### src/rtl/irq_sel_pkg.sv
package irq_sel_pkg;
    localparam int BIT_PEND  = 15;
    localparam int BIT_BUSY  = 14;
    localparam int BIT_FERR  = 13;
    localparam int BIT_SUSP  = 10;
    localparam int BIT_CMPL  = 9;
    localparam int BIT_ERR   = 8;
    localparam int ID_BITS   = 4;
    localparam logic [15:0] USED_MASK = 16'hE70F;
endpackage

### src/rtl/irq_flag_bank.sv
module irq_flag_bank #(
    parameter int NCH = 16
) (
    input  logic           clk,
    input  logic           rst_n,
    input  logic [NCH-1:0] set_s,
    input  logic [NCH-1:0] set_c,
    input  logic [NCH-1:0] set_e,
    input  logic [NCH-1:0] clr_s,
    input  logic [NCH-1:0] clr_c,
    input  logic [NCH-1:0] clr_e,
    output logic [NCH-1:0] fl_s_q,
    output logic [NCH-1:0] fl_c_q,
    output logic [NCH-1:0] fl_e_q,
    output logic [NCH-1:0] any_d
);
    typedef struct packed {
        logic [NCH-1:0] s;
        logic [NCH-1:0] c;
        logic [NCH-1:0] e;
    } flags_t;

    flags_t st_d, st_q;

    always_comb begin
        st_d   = st_q;
        // a set event on the same cycle overrides a clear
        st_d.s = (st_q.s & ~clr_s) | set_s;
        st_d.c = (st_q.c & ~clr_c) | set_c;
        st_d.e = (st_q.e & ~clr_e) | set_e;
    end

    always_ff @(posedge clk) begin
        if (!rst_n) st_q <= '0;
        else        st_q <= st_d;
    end

    assign fl_s_q = st_q.s;
    assign fl_c_q = st_q.c;
    assign fl_e_q = st_q.e;
    assign any_d  = st_d.s | st_d.c | st_d.e;

    // every pulsed flag is set one cycle later, clear or not
    p_set_wins_r6: assert property (@(posedge clk) disable iff (!rst_n)
        (|(set_s | set_c | set_e)) |=>
        (((fl_s_q & $past(set_s)) == $past(set_s)) &&
         ((fl_c_q & $past(set_c)) == $past(set_c)) &&
         ((fl_e_q & $past(set_e)) == $past(set_e))))
        else $error("set event lost");

    // a flag can only fall where a clear was requested
    p_clear_scope_r5: assert property (@(posedge clk) disable iff (!rst_n)
        1'b1 |=>
        ((($past(fl_s_q) & ~fl_s_q) & ~$past(clr_s)) == '0) &&
        ((($past(fl_c_q) & ~fl_c_q) & ~$past(clr_c)) == '0) &&
        ((($past(fl_e_q) & ~fl_e_q) & ~$past(clr_e)) == '0))
        else $error("flag dropped without clear");
endmodule

### src/rtl/irq_lowest_find.sv
module irq_lowest_find #(
    parameter int NCH = 16,
    localparam int IW = (NCH > 1) ? $clog2(NCH) : 1
) (
    input  logic [NCH-1:0] vec,
    output logic [IW-1:0]  idx,
    output logic           found
);
    always_comb begin
        idx   = '0;
        found = 1'b0;
        for (int i = NCH - 1; i >= 0; i--) begin
            if (vec[i]) begin
                idx   = IW'(i);
                found = 1'b1;
            end
        end
    end
endmodule

### src/rtl/irq_lowest_sel.sv
module irq_lowest_sel
    import irq_sel_pkg::*;
#(
    parameter int          NCH      = 16,
    parameter int          AW       = 8,
    parameter int          DW       = 16,
    parameter logic [7:0]  REG_ADDR = 8'h20,
    localparam int         IW       = (NCH > 1) ? $clog2(NCH) : 1
) (
    input  logic           clk,
    input  logic           rst_n,
    input  logic [NCH-1:0] set_susp,
    input  logic [NCH-1:0] set_cmpl,
    input  logic [NCH-1:0] set_err,
    input  logic [NCH-1:0] ch_pend,
    input  logic [NCH-1:0] ch_busy,
    input  logic [NCH-1:0] ch_ferr,
    input  logic           bus_rd,
    input  logic           bus_wr,
    input  logic [AW-1:0]  bus_addr,
    input  logic [DW-1:0]  bus_wdata,
    output logic [DW-1:0]  bus_rdata,
    output logic           bus_ready,
    output logic           irq_any
);
    typedef struct packed {
        logic [IW-1:0] id;
    } sel_t;

    sel_t sel_d, sel_q;

    logic           hit, wr_hit, rd_hit, clr_req;
    logic [IW-1:0]  wr_id, tgt_id;
    logic [NCH-1:0] tgt_1h, clr_s, clr_c, clr_e;
    logic [NCH-1:0] fl_s, fl_c, fl_e, any_q, any_nx, rose;
    logic [IW-1:0]  low_nx, low_rose;
    logic           nx_found, rose_found;

    assign hit     = (bus_addr == AW'(REG_ADDR));
    assign wr_hit  = bus_wr & hit;
    assign rd_hit  = bus_rd & hit;
    assign wr_id   = bus_wdata[IW-1:0];
    assign clr_req = wr_hit & (bus_wdata[BIT_SUSP] | bus_wdata[BIT_CMPL] | bus_wdata[BIT_ERR]);
    assign tgt_id  = wr_hit ? wr_id : sel_q.id;

    always_comb begin
        tgt_1h = '0;
        tgt_1h[tgt_id] = 1'b1;
    end

    assign clr_s = tgt_1h & {NCH{wr_hit & bus_wdata[BIT_SUSP]}};
    assign clr_c = tgt_1h & {NCH{wr_hit & bus_wdata[BIT_CMPL]}};
    assign clr_e = tgt_1h & {NCH{wr_hit & bus_wdata[BIT_ERR]}};

    irq_flag_bank #(.NCH(NCH)) u_flags (
        .clk    (clk),
        .rst_n  (rst_n),
        .set_s  (set_susp),
        .set_c  (set_cmpl),
        .set_e  (set_err),
        .clr_s  (clr_s),
        .clr_c  (clr_c),
        .clr_e  (clr_e),
        .fl_s_q (fl_s),
        .fl_c_q (fl_c),
        .fl_e_q (fl_e),
        .any_d  (any_nx)
    );

    assign any_q = fl_s | fl_c | fl_e;
    assign rose  = any_nx & ~any_q;

    irq_lowest_find #(.NCH(NCH)) u_find_nx (
        .vec   (any_nx),
        .idx   (low_nx),
        .found (nx_found)
    );

    irq_lowest_find #(.NCH(NCH)) u_find_rose (
        .vec   (rose),
        .idx   (low_rose),
        .found (rose_found)
    );

    always_comb begin
        sel_d = sel_q;
        if (clr_req) begin
            sel_d.id = nx_found ? low_nx : '0;
        end else if (wr_hit) begin
            sel_d.id = wr_id;
        end else if (rose_found) begin
            if (!(|any_q) || (low_rose < sel_q.id)) sel_d.id = low_rose;
        end
    end

    always_ff @(posedge clk) begin
        if (!rst_n) sel_q <= '0;
        else        sel_q <= sel_d;
    end

    assign irq_any   = |any_q;
    assign bus_ready = bus_rd | bus_wr;

    always_comb begin
        bus_rdata = '0;
        if (rd_hit) begin
            bus_rdata[BIT_PEND]     = ch_pend[sel_q.id];
            bus_rdata[BIT_BUSY]     = ch_busy[sel_q.id];
            bus_rdata[BIT_FERR]     = ch_ferr[sel_q.id];
            bus_rdata[BIT_SUSP]     = fl_s[sel_q.id];
            bus_rdata[BIT_CMPL]     = fl_c[sel_q.id];
            bus_rdata[BIT_ERR]      = fl_e[sel_q.id];
            bus_rdata[IW-1:0]       = irq_any ? sel_q.id : '0;
        end
    end

    // reserved bits never carry data
    p_unused_zero_r2: assert property (@(posedge clk) disable iff (!rst_n)
        bus_rd |-> ((bus_rdata & ~DW'(USED_MASK)) == '0))
        else $error("reserved bit set");

    // empty flag bank shows channel number zero
    p_empty_id_zero_r10: assert property (@(posedge clk) disable iff (!rst_n)
        (rd_hit && (fl_s == '0) && (fl_c == '0) && (fl_e == '0)) |-> (bus_rdata[IW-1:0] == '0))
        else $error("id nonzero with nothing pending");

    // foreign reads are acknowledged and empty
    p_foreign_read_r13: assert property (@(posedge clk) disable iff (!rst_n)
        (bus_rd && !hit) |-> (bus_ready && (bus_rdata == '0)))
        else $error("foreign read returned data");

    // a rising channel above a pending selection never moves it
    p_higher_holds_r8: assert property (@(posedge clk) disable iff (!rst_n)
        (!bus_wr && rose_found && irq_any && (low_rose > sel_q.id)) |=> $stable(sel_q.id))
        else $error("higher channel moved id");
endmodule

### config.mk
export PLATFORM = sky130hd
export DESIGN_NAME = irq_lowest_sel
export DESIGN_NICKNAME = d
export VERILOG_FILES = /design/src/rtl/irq_sel_pkg.sv /design/src/rtl/irq_flag_bank.sv /design/src/rtl/irq_lowest_find.sv /design/src/rtl/irq_lowest_sel.sv
export SDC_FILE = /design/constraint.sdc
export NUM_CORES = 1
export LEC_CHECK = 0
export ABC_AREA = 0
export BUFFER_PORTS_ARGS = -buffer_cell sky130_fd_sc_hd__buf_4
export CAP_MARGIN = 20
export CORE_ASPECT_RATIO = 1.4
export CORE_MARGIN = 4
export CORE_UTILIZATION = 50
export CTS_CLUSTER_SIZE = 14
export DETAILED_ROUTE_END_ITERATION = 7
export PLACE_DENSITY = 0.78
export SYNTH_ARGS = -nofsm -noshare
export SYNTH_HDL_FRONTEND = slang
export SYNTH_SLANG_ARGS = --single-unit
### constraint.sdc
create_clock -name clk -period 13.25 [get_ports clk]
set_clock_uncertainty 0.15 [all_clocks]
set_input_delay 0 -clock clk [delete_from_list [all_inputs] [get_ports clk]]
set_output_delay 0 -clock clk [all_outputs]
set_load 0.1 [all_outputs]
==> impl_metrics.json <==
{
  "cp_slowest_cell": "dfxtp_1",
  "synth.area.top_cells": "dfxtp_1 23%, mux4_2 15%, a21oi_1 5.4%",
  "cts-buffers-inserted": 5,
  "min_from": "set_err[15]",
  "cts_buffer_depth": 2,
  "hold_viol": 0,
  "drc": 0,
  "ys_seq_elements": 52,
  "area_growth_pct": 36.1,
  "cts_max_level": 2,
  "synth_cell_types": 80,
  "setup_tns_ns": 0,
  "clk_latency_ns": 0.29,
  "vias_per_cell": 6.78,
  "drv_slew": 0,
  "post-route-period-util_pct": 40.8,
  "start_util_pct": 51.8,
  "dp_cells": 737,
  "crit_family": "compound AO/OA/AOI/OAI gates",
  "core_area_um2": 8710,
  "worstPathMaxFanout": 14,
  "async_flop_share_pct": 0,
  "p_int_uw": 446,
  "cp-start-kind": "flip-flop",
  "worst_slew_pin_slew_ns": 0.848,
  "synth_warnings": 0,
  "critPathCaptureType": "flip-flop",
  "reg2reg_depth": 16,
  "cts_resized": 0,
  "yosys.area.top_type": "dfxtp_1",
  "clock_sinks": 52,
  "p_sw_uw": 281,
  "postLayoutCellArea_um2": 6130,
  "drt_iter0_markers": 445,
  "postSynthAreaPerCell_um2": 8.50,
  "r2r_slack_ns": 7.84,
  "critPathBufInv": 1,
  "cts_tree": "done",
  "maxClockFrequency_mhz": 185,
  "drv_cap": 0,
  "hp-class": "in2reg",
  "peakVddDrop_mv": 0.168,
  "nets": 813,
  "grt_pass1_wl_mm": 27.7,
  "p_leak_nw": 2.46,
  "synth-edff-count": 0,
  "min_period_ns": 5.41,
  "register_area_um2": 1040,
  "slew_headroom_pct": 42.0,
  "num_io_pins": 142,
  "die_y_um": 120,
  "gr-total-overflow": 0,
  "hold_depth": 4,
  "syn_inst": 530,
  "met3WireLength_mm": 1.74,
  "post_dp_cell_area_um2": 5510,
  "total_power_uw": 726,
  "rr_startpoint": "sel_q[1]$_SDFFE_PN0P_",
  "synthFlopType": "dfxtp_1",
  "hpwl_mm": 13.2,
  "die_area_um2": 10600,
  "status": "finished clean",
  "p_sw_share_pct": 38.6,
  "antenna_found_initial": 0,
  "power_frac_seq_pct": 27.7,
  "fin_cells": 794,
  "rsz0062_at_grt": "no",
  "finalSetupViolCount": 0,
  "route.detailed.wl_per_inst_um": 22.7,
  "clk_root_buffer_cell": "clkbuf_16",
  "clkPwrFrac_pct": 18.6,
  "port_buffers": 126,
  "combinationalPowerShare_pct": 53.7,
  "hold_ws_ns": 0.0100,
  "dpl_worst_slack_ns": 7.98,
  "r2r-end": "sel_q[0]$_SDFFE_PN0P_",
  "routed_wl_mm": 18.0,
  "arrival_ns": 5.44,
  "routed-via-count": 5383,
  "multi_input_area_um2": 3180,
  "firstDrtPassIters": 5,
  "powerDensity_nw_per_um2": 118,
  "criticalPathCategory": "reg2reg",
  "rows": 40,
  "top_layer": "met4",
  "netlist_area_um2": 4510,
  "grt_max_degree": 35,
  "drive_gt1_share_pct": 28.8,
  "wl_met2_mm": 9.15,
  "yosysTopAreaCellShare_pct": 23.1,
  "critPathRequiredTime_ns": 13.28,
  "clk_pin_slew_worst_paths_ns": 0.07,
  "drtAntennaViolNets": 0,
  "grt_pass1_vias": 5433,
  "ys_seq_area_share_pct": 23.1,
  "met1_length_mm": 6.13,
  "grt_usage_pct": 33.6,
  "die_w_um": 88.2,
  "crit_path_max_incr_delay_ns": 0.81,
  "worst_slack_ns": 7.84,
  "routabilityCongestion": 1.00,
  "whs_endpoint": "u_flags.fl_e_q[15]$_SDFF_PN0_",
  "path_cells": "inv_1 > a311oi_1 > o311ai_0 > a2111oi_2 > nor2b_1 > nor2_1 > o311ai_0 > a31o_2 > nor2b_1 > ha_1 > o21a_1 > o2111ai_1 > a31o_2 > o221a_2 > nand2_1 > o31a_1",
  "fillers": 694,
  "fin_util_pct": 70.4
}
[cell type report]
class | instances | share of cell area (%)
clock buffers | 7 | 2.33
clock inverters | 1 | 0.122
repair buffers | 181 | 24.1
flip-flops and latches | 52 | 17.0
multi-input cells | 406 | 51.8
diodes | 2 | 0.0816
inverters | 40 | 2.45
well taps | 105 | 2.14
[synthesized netlist by cell type, drive strengths merged (3+ instances only)]
library cell	number
o41ai	4
and4b	3
nand4b	3
buf	16
nand2b	7
ha	3
a211oi	7
o21ai	13
or3	8
nand2	20
a31o	3
o31ai	6
nor3b	4
and3	12
inv	39
nand3	12
a21o	11
nor2	43
mux4	30
or4	5
and2	16
nor4	6
or2	4
o21a	5
o311ai	11
o211a	3
o211ai	18
clkbuf	21
a2111oi	5
a311oi	12
dfxtp	52
nor3	17
a31oi	7
nand4	9
and4	4
a21oi	49
nor2b	5
[worst max-delay path by stage]
| stage | startpoint | to | slack [ns] | cells past startpoint |
|---|---|---|---|---|
| after floorplan | bus_addr[1] | sel_q[0]$_SDFFE_PN0P_ | 9.04 | 18 |
| after global placement | bus_addr[4] | sel_q[0]$_SDFFE_PN0P_ | 8.07 | 17 |
| after detailed placement | bus_addr[4] | sel_q[0]$_SDFFE_PN0P_ | 7.98 | 17 |
| after CTS | sel_q[1]$_SDFFE_PN0P_ | sel_q[0]$_SDFFE_PN0P_ | 7.99 | 16 |
| after global routing | sel_q[1]$_SDFFE_PN0P_ | sel_q[0]$_SDFFE_PN0P_ | 7.51 | 16 |
| final | sel_q[1]$_SDFFE_PN0P_ | sel_q[0]$_SDFFE_PN0P_ | 7.84 | 16 |
[cells by family (layout without fill, tap and decap cells)]
family          after synthesis  after routing  share of synthesized area, %
compound gates              181            181                          29.5
fa+ha+maj                     3              3                         0.833
buf+inv                      77            229                          7.19
flops                        52             52                          23.1
other cells                   1              8                        0.0832
mux                          30             30                          15.0
simple gates                186            186                          24.3
[placed cells by master, fill, tap and decap left out, types with 7 or more instances in the layout]
master / Yosys / final
nand3_1: 12 / 12
nand2b_1: 7 / 7
nand4_1: 9 / 9
nand2_1: 20 / 20
a21o_1: 11 / 11
mux4_2: 30 / 30
nor2_1: 43 / 43
a311oi_1: 12 / 12
and2_1: 16 / 16
buf_4: 6 / 134
nor3_1: 17 / 17
o21ai_0: 12 / 12
a21oi_1: 49 / 49
o311ai_0: 8 / 8
dlygate4sd3_1: 0 / 47
or3_1: 7 / 7
a31oi_1: 7 / 7
o211ai_1: 18 / 18
dfxtp_1: 52 / 51
inv_1: 38 / 38
and3_1: 12 / 12
[registers in the layout, summed over array words and instances (netlist names)]
name	flops
u_flags.fl_s_q	16
sel_q	4
u_flags.fl_e_q	16
u_flags.fl_c_q	16
[worst reg2reg max path, delay by kind of cell, from the launching register on]
kind	cells	cell delay (ns)
fa+ha+maj	1	0.27
flops	1	0.81
simple gates	4	0.48
buf+inv	1	0.29
compound gates	10	3.31
[power by group through the flow]
stage          Clock (mW)  Combinational [mW]  Sequential (mW)
2_1_floorplan           0               0.280            0.190
3_3_place_gp            0               0.365            0.203
3_5_place_dp            0               0.372            0.204
4_1_cts             0.137               0.384            0.200
5_1_grt             0.142               0.417            0.203
6_report            0.135               0.390            0.201
[metal layers]
layer | GRT usage, % | vias up
li1 | - | 2383
met1 | 37.9 | 2553
met2 | 59.7 | 364
met3 | 5.39 | 83
met4 | 16.8 | 0
met5 | 0 | -
[what timing repair did]
item / 4_1_cts / 5_1_grt
hold buffers: 47 / 0
hold endpoints to repair: 48 / 0
buffers inserted: 0 / 0
(Power assumes the default switching activity.)
